<file path="config.mk">
export PLATFORM = sky130hd
export DESIGN_NAME = stack_engine
export DESIGN_NICKNAME = d
export VERILOG_FILES = /design/src/rtl/stk_pkg.sv /design/src/rtl/stk_ptr.sv /design/src/rtl/stk_seq.sv /design/src/rtl/stk_dp.sv /design/src/rtl/stack_engine.sv
export SDC_FILE = /design/constraint.sdc
export NUM_CORES = 1
export LEC_CHECK = 0
export BUFFER_PORTS_ARGS = -buffer_cell sky130_fd_sc_hd__buf_4
export CORE_MARGIN = 3
export CORE_UTILIZATION = 44
export CTS_CLUSTER_DIAMETER = 80
export CTS_CLUSTER_SIZE = 24
export DETAILED_ROUTE_END_ITERATION = 8
export MAX_ROUTING_LAYER = met4
export PLACE_DENSITY = 0.75
export SETUP_SLACK_MARGIN = 0.4
export SLEW_MARGIN = 25
export SYNTH_ARGS = -nofsm -noshare
export SYNTH_HDL_FRONTEND = slang
export SYNTH_SLANG_ARGS = --single-unit
</file>
<file path="constraint.sdc">
create_clock -name clk_i -period 3.2 [get_ports clk_i]
set_clock_uncertainty 0.15 [all_clocks]
set_input_delay 0.32 -clock clk_i [delete_from_list [all_inputs] [get_ports clk_i]]
set_output_delay 0.32 -clock clk_i [all_outputs]
set_load 0.02 [all_outputs]
</file>
<file path="src/rtl/stk_pkg.sv">
package stk_pkg;
  typedef enum logic [1:0] {ST_IDLE, ST_LO, ST_HI, ST_DONE} stk_state_e;
endpackage

</file>
<file path="src/rtl/stk_ptr.sv">
module stk_ptr #(
  parameter int              AW       = 16,
  parameter logic [AW-1:0]   EMPTY_SP = 16'hFFFE,
  parameter int              STEP     = 2
) (
  input  logic          clk_i,
  input  logic          rst_ni,
  input  logic          ld_i,
  input  logic [AW-1:0] ld_val_i,
  input  logic          dec_i,
  input  logic          inc_i,
  output logic [AW-1:0] sp_o,
  output logic          empty_o
);
  localparam logic [AW-1:0] STEP_W = AW'(STEP);

  logic [AW-1:0] sp_q;

  always_ff @(posedge clk_i or negedge rst_ni) begin
    if (!rst_ni)      sp_q <= EMPTY_SP;
    else if (ld_i)    sp_q <= ld_val_i;
    else if (dec_i)   sp_q <= sp_q - STEP_W;  // wraps mod 2^AW
    else if (inc_i)   sp_q <= sp_q + STEP_W;
  end

  assign sp_o    = sp_q;
  assign empty_o = (sp_q == EMPTY_SP);

  p_one_cmd_r6: assert property (@(posedge clk_i) disable iff (!rst_ni)
    $countones({ld_i, dec_i, inc_i}) <= 1);
endmodule

</file>
<file path="src/rtl/stk_seq.sv">
module stk_seq
  import stk_pkg::*;
(
  input  logic       clk_i,
  input  logic       rst_ni,
  input  logic       push_i,
  input  logic       pop_i,
  input  logic       load_i,
  input  logic       empty_i,
  output stk_state_e state_o,
  output logic       pop_op_o,
  output logic       ld_o,
  output logic       dec_o,
  output logic       inc_o,
  output logic       uflow_o
);
  stk_state_e state_q;
  logic       pop_q, uflow_q;
  logic       idle, start_pop;

  always_comb begin
    idle      = (state_q == ST_IDLE);
    ld_o      = idle & load_i;
    dec_o     = idle & ~load_i & push_i;
    start_pop = idle & ~load_i & ~push_i & pop_i;
    inc_o     = (state_q == ST_HI) & pop_q;
  end

  always_ff @(posedge clk_i or negedge rst_ni) begin
    if (!rst_ni) begin
      state_q <= ST_IDLE;
      pop_q   <= 1'b0;
      uflow_q <= 1'b0;
    end else begin
      uflow_q <= start_pop & empty_i;
      unique case (state_q)
        ST_IDLE: if (dec_o || (start_pop && !empty_i)) begin
          state_q <= ST_LO;
          pop_q   <= start_pop;
        end
        ST_LO:   state_q <= ST_HI;
        ST_HI:   state_q <= ST_DONE;
        default: state_q <= ST_IDLE;
      endcase
    end
  end

  assign state_o  = state_q;
  assign pop_op_o = pop_q;
  assign uflow_o  = uflow_q;

  p_byte_order_r2: assert property (@(posedge clk_i) disable iff (!rst_ni)
    state_q == ST_LO |=> state_q == ST_HI);
  p_uflow_idle_r5: assert property (@(posedge clk_i) disable iff (!rst_ni)
    uflow_q |-> state_q == ST_IDLE);
endmodule

</file>
<file path="src/rtl/stk_dp.sv">
module stk_dp
  import stk_pkg::*;
#(
  parameter int AW = 16,
  parameter int DW = 8
) (
  input  logic            clk_i,
  input  logic            rst_ni,
  input  stk_state_e      state_i,
  input  logic            pop_op_i,
  input  logic            start_push_i,
  input  logic [2*DW-1:0] push_data_i,
  input  logic [AW-1:0]   sp_i,
  input  logic [DW-1:0]   mem_rdata_i,
  output logic [AW-1:0]   mem_addr_o,
  output logic [DW-1:0]   mem_wdata_o,
  output logic            mem_we_o,
  output logic [2*DW-1:0] pop_data_o
);
  localparam int WW = 2 * DW;

  logic [WW-1:0] word_q, pop_q;
  logic [DW-1:0] lo_q;
  logic          hi_phase;

  assign hi_phase    = (state_i == ST_HI);
  assign mem_addr_o  = sp_i + AW'(hi_phase);
  assign mem_wdata_o = hi_phase ? word_q[WW-1:DW] : word_q[DW-1:0];
  assign mem_we_o    = ~pop_op_i & ((state_i == ST_LO) | hi_phase);
  assign pop_data_o  = pop_q;

  always_ff @(posedge clk_i or negedge rst_ni) begin
    if (!rst_ni) begin
      word_q <= '0;
      lo_q   <= '0;
      pop_q  <= '0;
    end else begin
      if (start_push_i) word_q <= push_data_i;
      if (pop_op_i && state_i == ST_LO) lo_q <= mem_rdata_i;
      if (pop_op_i && hi_phase) pop_q <= {mem_rdata_i, lo_q};
    end
  end

  p_hi_follows_lo_r2: assert property (@(posedge clk_i) disable iff (!rst_ni)
    $rose(mem_we_o) |=> mem_we_o && mem_addr_o == $past(mem_addr_o) + AW'(1));
endmodule

</file>
<file path="src/rtl/stack_engine.sv">
module stack_engine
  import stk_pkg::*;
#(
  parameter int              AW       = 16,
  parameter int              DW       = 8,
  parameter logic [AW-1:0]   EMPTY_SP = 16'hFFFE
) (
  input  logic            clk_i,
  input  logic            rst_ni,
  input  logic            push_i,
  input  logic [2*DW-1:0] push_data_i,
  input  logic            pop_i,
  input  logic            sp_load_i,
  input  logic [AW-1:0]   sp_load_val_i,
  output logic            busy_o,
  output logic            done_o,
  output logic [2*DW-1:0] pop_data_o,
  output logic            underflow_o,
  output logic [AW-1:0]   sp_o,
  output logic [AW-1:0]   mem_addr_o,
  output logic [DW-1:0]   mem_wdata_o,
  output logic            mem_we_o,
  input  logic [DW-1:0]   mem_rdata_i
);
  localparam int STEP = 2;  // bytes per word

  stk_state_e state;
  logic       pop_op, ld, dec, inc, empty;

  stk_seq i_seq (
    .clk_i, .rst_ni,
    .push_i, .pop_i, .load_i(sp_load_i), .empty_i(empty),
    .state_o(state), .pop_op_o(pop_op), .ld_o(ld), .dec_o(dec),
    .inc_o(inc), .uflow_o(underflow_o)
  );

  stk_ptr #(.AW(AW), .EMPTY_SP(EMPTY_SP), .STEP(STEP)) i_ptr (
    .clk_i, .rst_ni,
    .ld_i(ld), .ld_val_i(sp_load_val_i), .dec_i(dec), .inc_i(inc),
    .sp_o, .empty_o(empty)
  );

  stk_dp #(.AW(AW), .DW(DW)) i_dp (
    .clk_i, .rst_ni,
    .state_i(state), .pop_op_i(pop_op), .start_push_i(dec),
    .push_data_i, .sp_i(sp_o), .mem_rdata_i,
    .mem_addr_o, .mem_wdata_o, .mem_we_o, .pop_data_o
  );

  assign busy_o = (state != ST_IDLE);
  assign done_o = (state == ST_DONE);

  p_push_lowers_r2: assert property (@(posedge clk_i) disable iff (!rst_ni)
    (!busy_o && !sp_load_i && push_i) |=> sp_o == $past(sp_o) - AW'(STEP));
  p_pop_raises_r3: assert property (@(posedge clk_i) disable iff (!rst_ni)
    (state == ST_HI && pop_op) |=> sp_o == $past(sp_o) + AW'(STEP));
  p_uflow_hold_r5: assert property (@(posedge clk_i) disable iff (!rst_ni)
    underflow_o |-> (sp_o == EMPTY_SP && !busy_o && !mem_we_o));
  p_pulses_excl_r6: assert property (@(posedge clk_i) disable iff (!rst_ni)
    $onehot0({done_o, underflow_o, mem_we_o}));
  p_load_r9: assert property (@(posedge clk_i) disable iff (!rst_ni)
    (!busy_o && sp_load_i) |=> sp_o == $past(sp_load_val_i));
endmodule

</file>
* Word level (Yosys, flattened, before mapping)
Cells that the tools add are included.
** Word-level totals
- Register bits after elaboration :: 60
- Input bits :: 45
- Output and inout bits :: 60
- Word-level logic and storage cells :: 42
** Operators by class
- Add/subtract/negate cells :: 3
- Mux-type cells :: 6
- Bitwise gates (word level) :: 12
- Equal/unequal tests :: 5
- Reductions and logical operators :: 9
** Operator list (number)
- $mux 16 :: 3
- $add 16x1->16 :: 1
- $add 16x2->16 const B :: 1
- $eq 16x16->1 const B :: 1
- $sub 16x2->16 const B :: 1
- $and 1x1->1 :: 8
- $mux 8 :: 1
- $pmux 2 s3 :: 1
- $eq 2x2->1 const B :: 2
- $logic_and 1x1->1 :: 3
- $not 1->1 :: 3
- $reduce_bool 3->1 :: 1
- $eq 2x1->1 const B :: 1
- $logic_not 2->1 :: 1
- $mux 2 :: 1
- $ne 2x2->1 const B :: 1
- $reduce_and 2->1 :: 1
- $reduce_bool 2->1 :: 1
- $logic_not 1->1 :: 1
- $logic_or 1x1->1 :: 1
- $or 1x1->1 :: 1

* Logic depth before layout (Yosys ltp)
- Depth after elaboration :: 8
- Mapped depth :: 13
- Gate-level depth less buffers :: 10

* Cells and area by module
From an unflattened synthesis, not the netlist that was laid out.
** Second synthesis, totals
- Cells, all modules :: 317
- Area, all modules :: 3537.1 sq um
** Modules (own cells, without submodules)
- stk_dp :: area an instance 1898.1 sq um, cells each 140, instances 1, sequential area each 1001.0 sq um
- stk_ptr :: area an instance 1392.6 sq um, cells each 155, instances 1, sequential area each 419.2 sq um
- stk_seq :: area an instance 232.7 sq um, cells each 20, instances 1, sequential area each 100.1 sq um
- stack_engine :: area an instance 13.8 sq um, cells each 2, instances 1, sequential area each 0.0 sq um

* Worst setup path after synthesis
OpenSTA, ideal clock, no wires.
- Kind :: register to register
- Start :: register i_seq.state_q[0], in the netlist i_seq.state_o[0]
- End :: register i_ptr.sp_q[9], in the netlist i_ptr.sp_o[9]
- Buffers on the path :: 3
- Library setup time :: 0.086 ns
- Slack :: 0.228 ns
- Cell stages (with the launch flop) :: 14
- Data arrival time :: 2.736 ns
- Period minus slack after synthesis :: 2.972 ns
- Required time :: 2.964 ns
- Cell sequence :: dfrtp_1 > inv_1 > ha_1 > buf_4 > nand3b_4 > buf_2 > buf_1 > xnor2_1 > ha_1 > nand2_1 > or4_4 > and3b_1 > o21a_1 > o31ai_2
** On the way
- Word-level cells in the longest chain between the ends :: 5
- Elaborated cells between the ends (all ways) :: 9
- Those cells by class :: eq/ne: 1; mux: 2; bitwise: 4; reduce/logical: 2
** RTL lines
- start: declaration :: RTL line stk_seq.sv:17 : stk_state_e state_q;
- start signal: assignment :: RTL line stk_seq.sv:31 : state_q <= ST_IDLE;
- start signal: assignment :: RTL line stk_seq.sv:38 : state_q <= ST_LO;
- start signal: assignment :: RTL line stk_seq.sv:41 : ST_LO: state_q <= ST_HI;
- $logic_not 2->1 :: RTL line stk_seq.sv:22 : idle = (state_q == ST_IDLE);
- $and 1x1->1 (2 in series) :: RTL line stk_seq.sv:24 : dec_o = idle & ~load_i & push_i;
- $mux 16 :: RTL line stk_ptr.sv:22 : else if (dec_i) sp_q <= sp_q - STEP_W;
- $mux 16 :: RTL line stk_ptr.sv:21 : else if (ld_i) sp_q <= ld_val_i;
- end signal: assignment :: RTL line stk_ptr.sv:21
- end signal: assignment :: RTL line stk_ptr.sv:22
- end signal: assignment :: RTL line stk_ptr.sv:23 : else if (inc_i) sp_q <= sp_q + STEP_W;
- end: declaration :: RTL line stk_ptr.sv:17 : logic [AW-1:0] sp_q;
Parallel ways exist; a longest one is shown, timed or not.
A chain may end at the register's enable or synchronous reset.

* Final worst setup path
- Start :: register i_ptr.sp_q[2], in the netlist i_ptr.sp_o[2]
- End :: output mem_addr_o[13]
** On the way
- Word-level cells in the longest chain between the ends :: 1
** RTL lines
- $add 16x1->16 :: RTL line stk_dp.sv:27 : assign mem_addr_o = sp_i + AW'(hi_phase);
- end: declaration :: RTL line stack_engine.sv:20 : output logic [AW-1:0] mem_addr_o,
Every way passes these cells.

==> results.md <==
- DRT Wirelength: 8.66 mm
- CP Capture Type: output port
- IO buf count: 104
- CP arrival: 2.21 ns
- Design Power: 4.97 mW
- Post-synthesis register bit count: 60
- Maximum vdd drop: 583 uV
- Required @ worst endpoint: 2.73 ns
- # DRC: 0
- Layout cell share with drive strength beyond 1: 0.438
- Post-Syn Area: 0.00341 mm2
- Lkg Pwr: 2.06 nW
- Die area: 0.00884 mm2
- Top FF cell, synth: dfrtp_1
- Ys Warns: 0
- Crit-path cells: nand3_4, or3_4, nand2b_1, xnor2_1, buf_4
- Largest net degree at the start of global routing: 61
- Most instantiated library cell after synthesis: nand2_1
- Vias: 2,963
- Global route total overflow: 0
- Startpoint types: flop
- WL per Instance: 15.5 um
- TritonCTS Buffers: 9
- Ys async rst share: 1.00
- Post-DP Area: 0.00424 mm2
- Hold_ws: 0.0213 ns
- I/O Pins: 105
- Via-to-Cell Ratio: 5.29
- Final worst path period share: 0.838
- Most frequent cells after synthesis: 75 x nand2_1, 45 x dfrtp_1, 34 x mux2_2, 21 x nor2_1
- Pwr Density: 1080 mW/mm2
- Layout Cells excl Fill: 560
- Max Clk Rate: 0.373 GHz
- Final setup viols: 0
- WP buf/inv: 1
- FF+latch area: 0.00152 mm2
- Core area: 0.00737 mm2
- H-tree Lvls: 3
- Synth cell types: 49
- Crit path max-delay family: flip-flops
- Worst-path clk slew: 0.07 ns
- Vias in the first global route: 2,888
- Hold WC Path Type: input pin to flop
- Clk root buf: clkbuf_8
- Multi-input logic area: 0.00182 mm2
- Syn_nets: 405
- Max Slew Vio Count: 0
- Clk buf depth: 2
- Slowest stage delay, CP: 0.79 ns
- Initial DRC count: 118
- Number of flops mapped to enable cells by yosys: 0
- Crit-path max FO: 20
- Synth area leader: dfrtp_1
- Pin slew with the least headroom to its limit: 0.758 ns
- Fillers: 644
- Synth top area cells: dfrtp_1 33%, dfstp_2 12%, mux2_2 11%
- Outcome: complete, no violations
- Synthesized instance count: 353
- Initial Util: 0.463
- Max-slew headroom: 0.495
- Antenna violations before repair: 0
- Detailed-router iteration count before antenna repair: 5
- CTS tree: built
- Seq/Total Area, Yosys: 0.446
- Number of diodes: 0
- Slowest-stage cell, CP: dfstp_2
- DIE WIDTH: 94.0 um
- Area Growth Syn to Fin: 34.5%
- Worst-skew pair later-pin latency: 0.34 ns
- Yosys top cell area share: 0.330
- Fin. Hold Viols: 0
- Number of clock sinks: 60
- Global-route wire length before repair: 13.9 mm
- Post-Syn Area per Cell: 9.66 um2
- Rows: 31
- RSZ-0062 raised after global routing: false
- # placed instances: 535
- Antenna viol nets, final: 0
- HPWL after DPL: 6.33 mm
- Setup TNS: 0 ns
- Final Wtd Congestion: 0.982
- Max-cap violation count: 0
- Post-route minimum period: 2.68 ns
- Chip height: 94.0 um
- Gr usage total: 0.208
- Design area: 0.00459 mm2
- Nets@finish: 508
- Critical path class: flop to output port
final timing paths:
path                                        from            endpoint  slack [ns]  depth (start not counted)
worst max-delay path               i_ptr.sp_o[2]      mem_addr_o[13]        0.52                          5
worst min-delay path              push_data_i[3]      i_dp.word_q[3]        0.02                          3
worst max register to register  i_seq.state_o[1]       i_ptr.sp_o[9]        0.55                         10
worst min register to register    i_dp.word_q[9]      i_dp.word_q[9]        0.32                          2
max in group asynchronous                 rst_ni  i_dp.pop_data_o[0]        1.95                          2
min in group asynchronous                 rst_ni     i_dp.word_q[15]        0.45                          2
state kept, by name (all words and copies together), names as in the netlist:
register	flops
i_seq.state_o	2
i_dp.lo_q	8
i_seq.pop_op_o	1
i_seq.uflow_o	1
i_ptr.sp_o	16
i_dp.word_q	16
i_dp.pop_data_o	16
timing repair:
item / CTS / global route
pin swaps: 0 / 2
endpoints found under the hold margin: 45 / 0
gates cloned: 0 / 0
setup endpoints to repair: 4 / 8
buffers inserted: 0 / 8
resized for setup: 3 / 10
hold buffers: 1 / 0
final cells by class:
type	instances	share of cell area
clock inverter	7	0.0199
inverter	3	0.00245
tap	99	0.0270
sequential	60	0.331
multi-input combinational	263	0.397
clock buffer	9	0.0270
timing repair buffer	119	0.195
cell usage in the layout (no fill, tap or decap), drive strengths merged, types with 7 or more instances in the layout:
cell	Yosys	routed
buf	12	118
nand2	75	75
dfrtp	45	45
mux2	34	34
nor2	21	21
dfstp	15	15
xor2	13	13
xnor2	13	13
nor3	13	13
nand3	13	13
clkbuf	15	9
o21ai	8	8
ha	7	7
worst reg2reg max path: stages (launching register included):
cell and delay, ns:
dfrtp_1 0.43, inv_1 0.14, ha_4 0.20, nand3b_4 0.13
xnor2_1 0.16, ha_2 0.24, nand2_1 0.06, or4_4 0.49
and3b_1 0.22, o21a_1 0.18, o31ai_2 0.17
stage by stage:
| step | utilization | worst slack (ns) |
|---|---|---|
| floorplan | - | 0.414 |
| global placement | 0.575 | 0.455 |
| detailed placement | 0.575 | 0.348 |
| CTS | 0.607 | 0.429 |
| global route | 0.622 | 0.378 |
| finish | 0.622 | 0.517 |
report_power, final:
group / switching (mW) / leakage (nW) / internal [mW]
registers: 0.474 / 0.701 / 1.21
clock network: 0.300 / 0.109 / 0.435
logic: 1.31 / 1.25 / 1.23
total: 2.09 / 2.06 / 2.88
metal layers:
| layer | vias up | part of all wire | global-route usage |
|---|---|---|---|
| met3 | 12 | 0.068 | 0.0529 |
| met2 | 117 | 0.50 | 0.331 |
| li1 | 1430 | - | - |
| met5 | - | 0 | - |
| met1 | 1404 | 0.42 | 0.262 |
| met4 | 0 | 0.011 | 0.0662 |
cells by family (layout without fill, tap and decap cells):
logic type,Yosys count,after routing,share of synthesized area
simple gates,163,163,0.238
flops,60,60,0.446
xor+xnor,26,26,0.0668
mux,36,36,0.118
buf+inv,30,138,0.0396
fa+ha+maj,7,7,0.0257
compound gates,31,31,0.0657
Note: power is estimated with default switching activity, not from simulation.
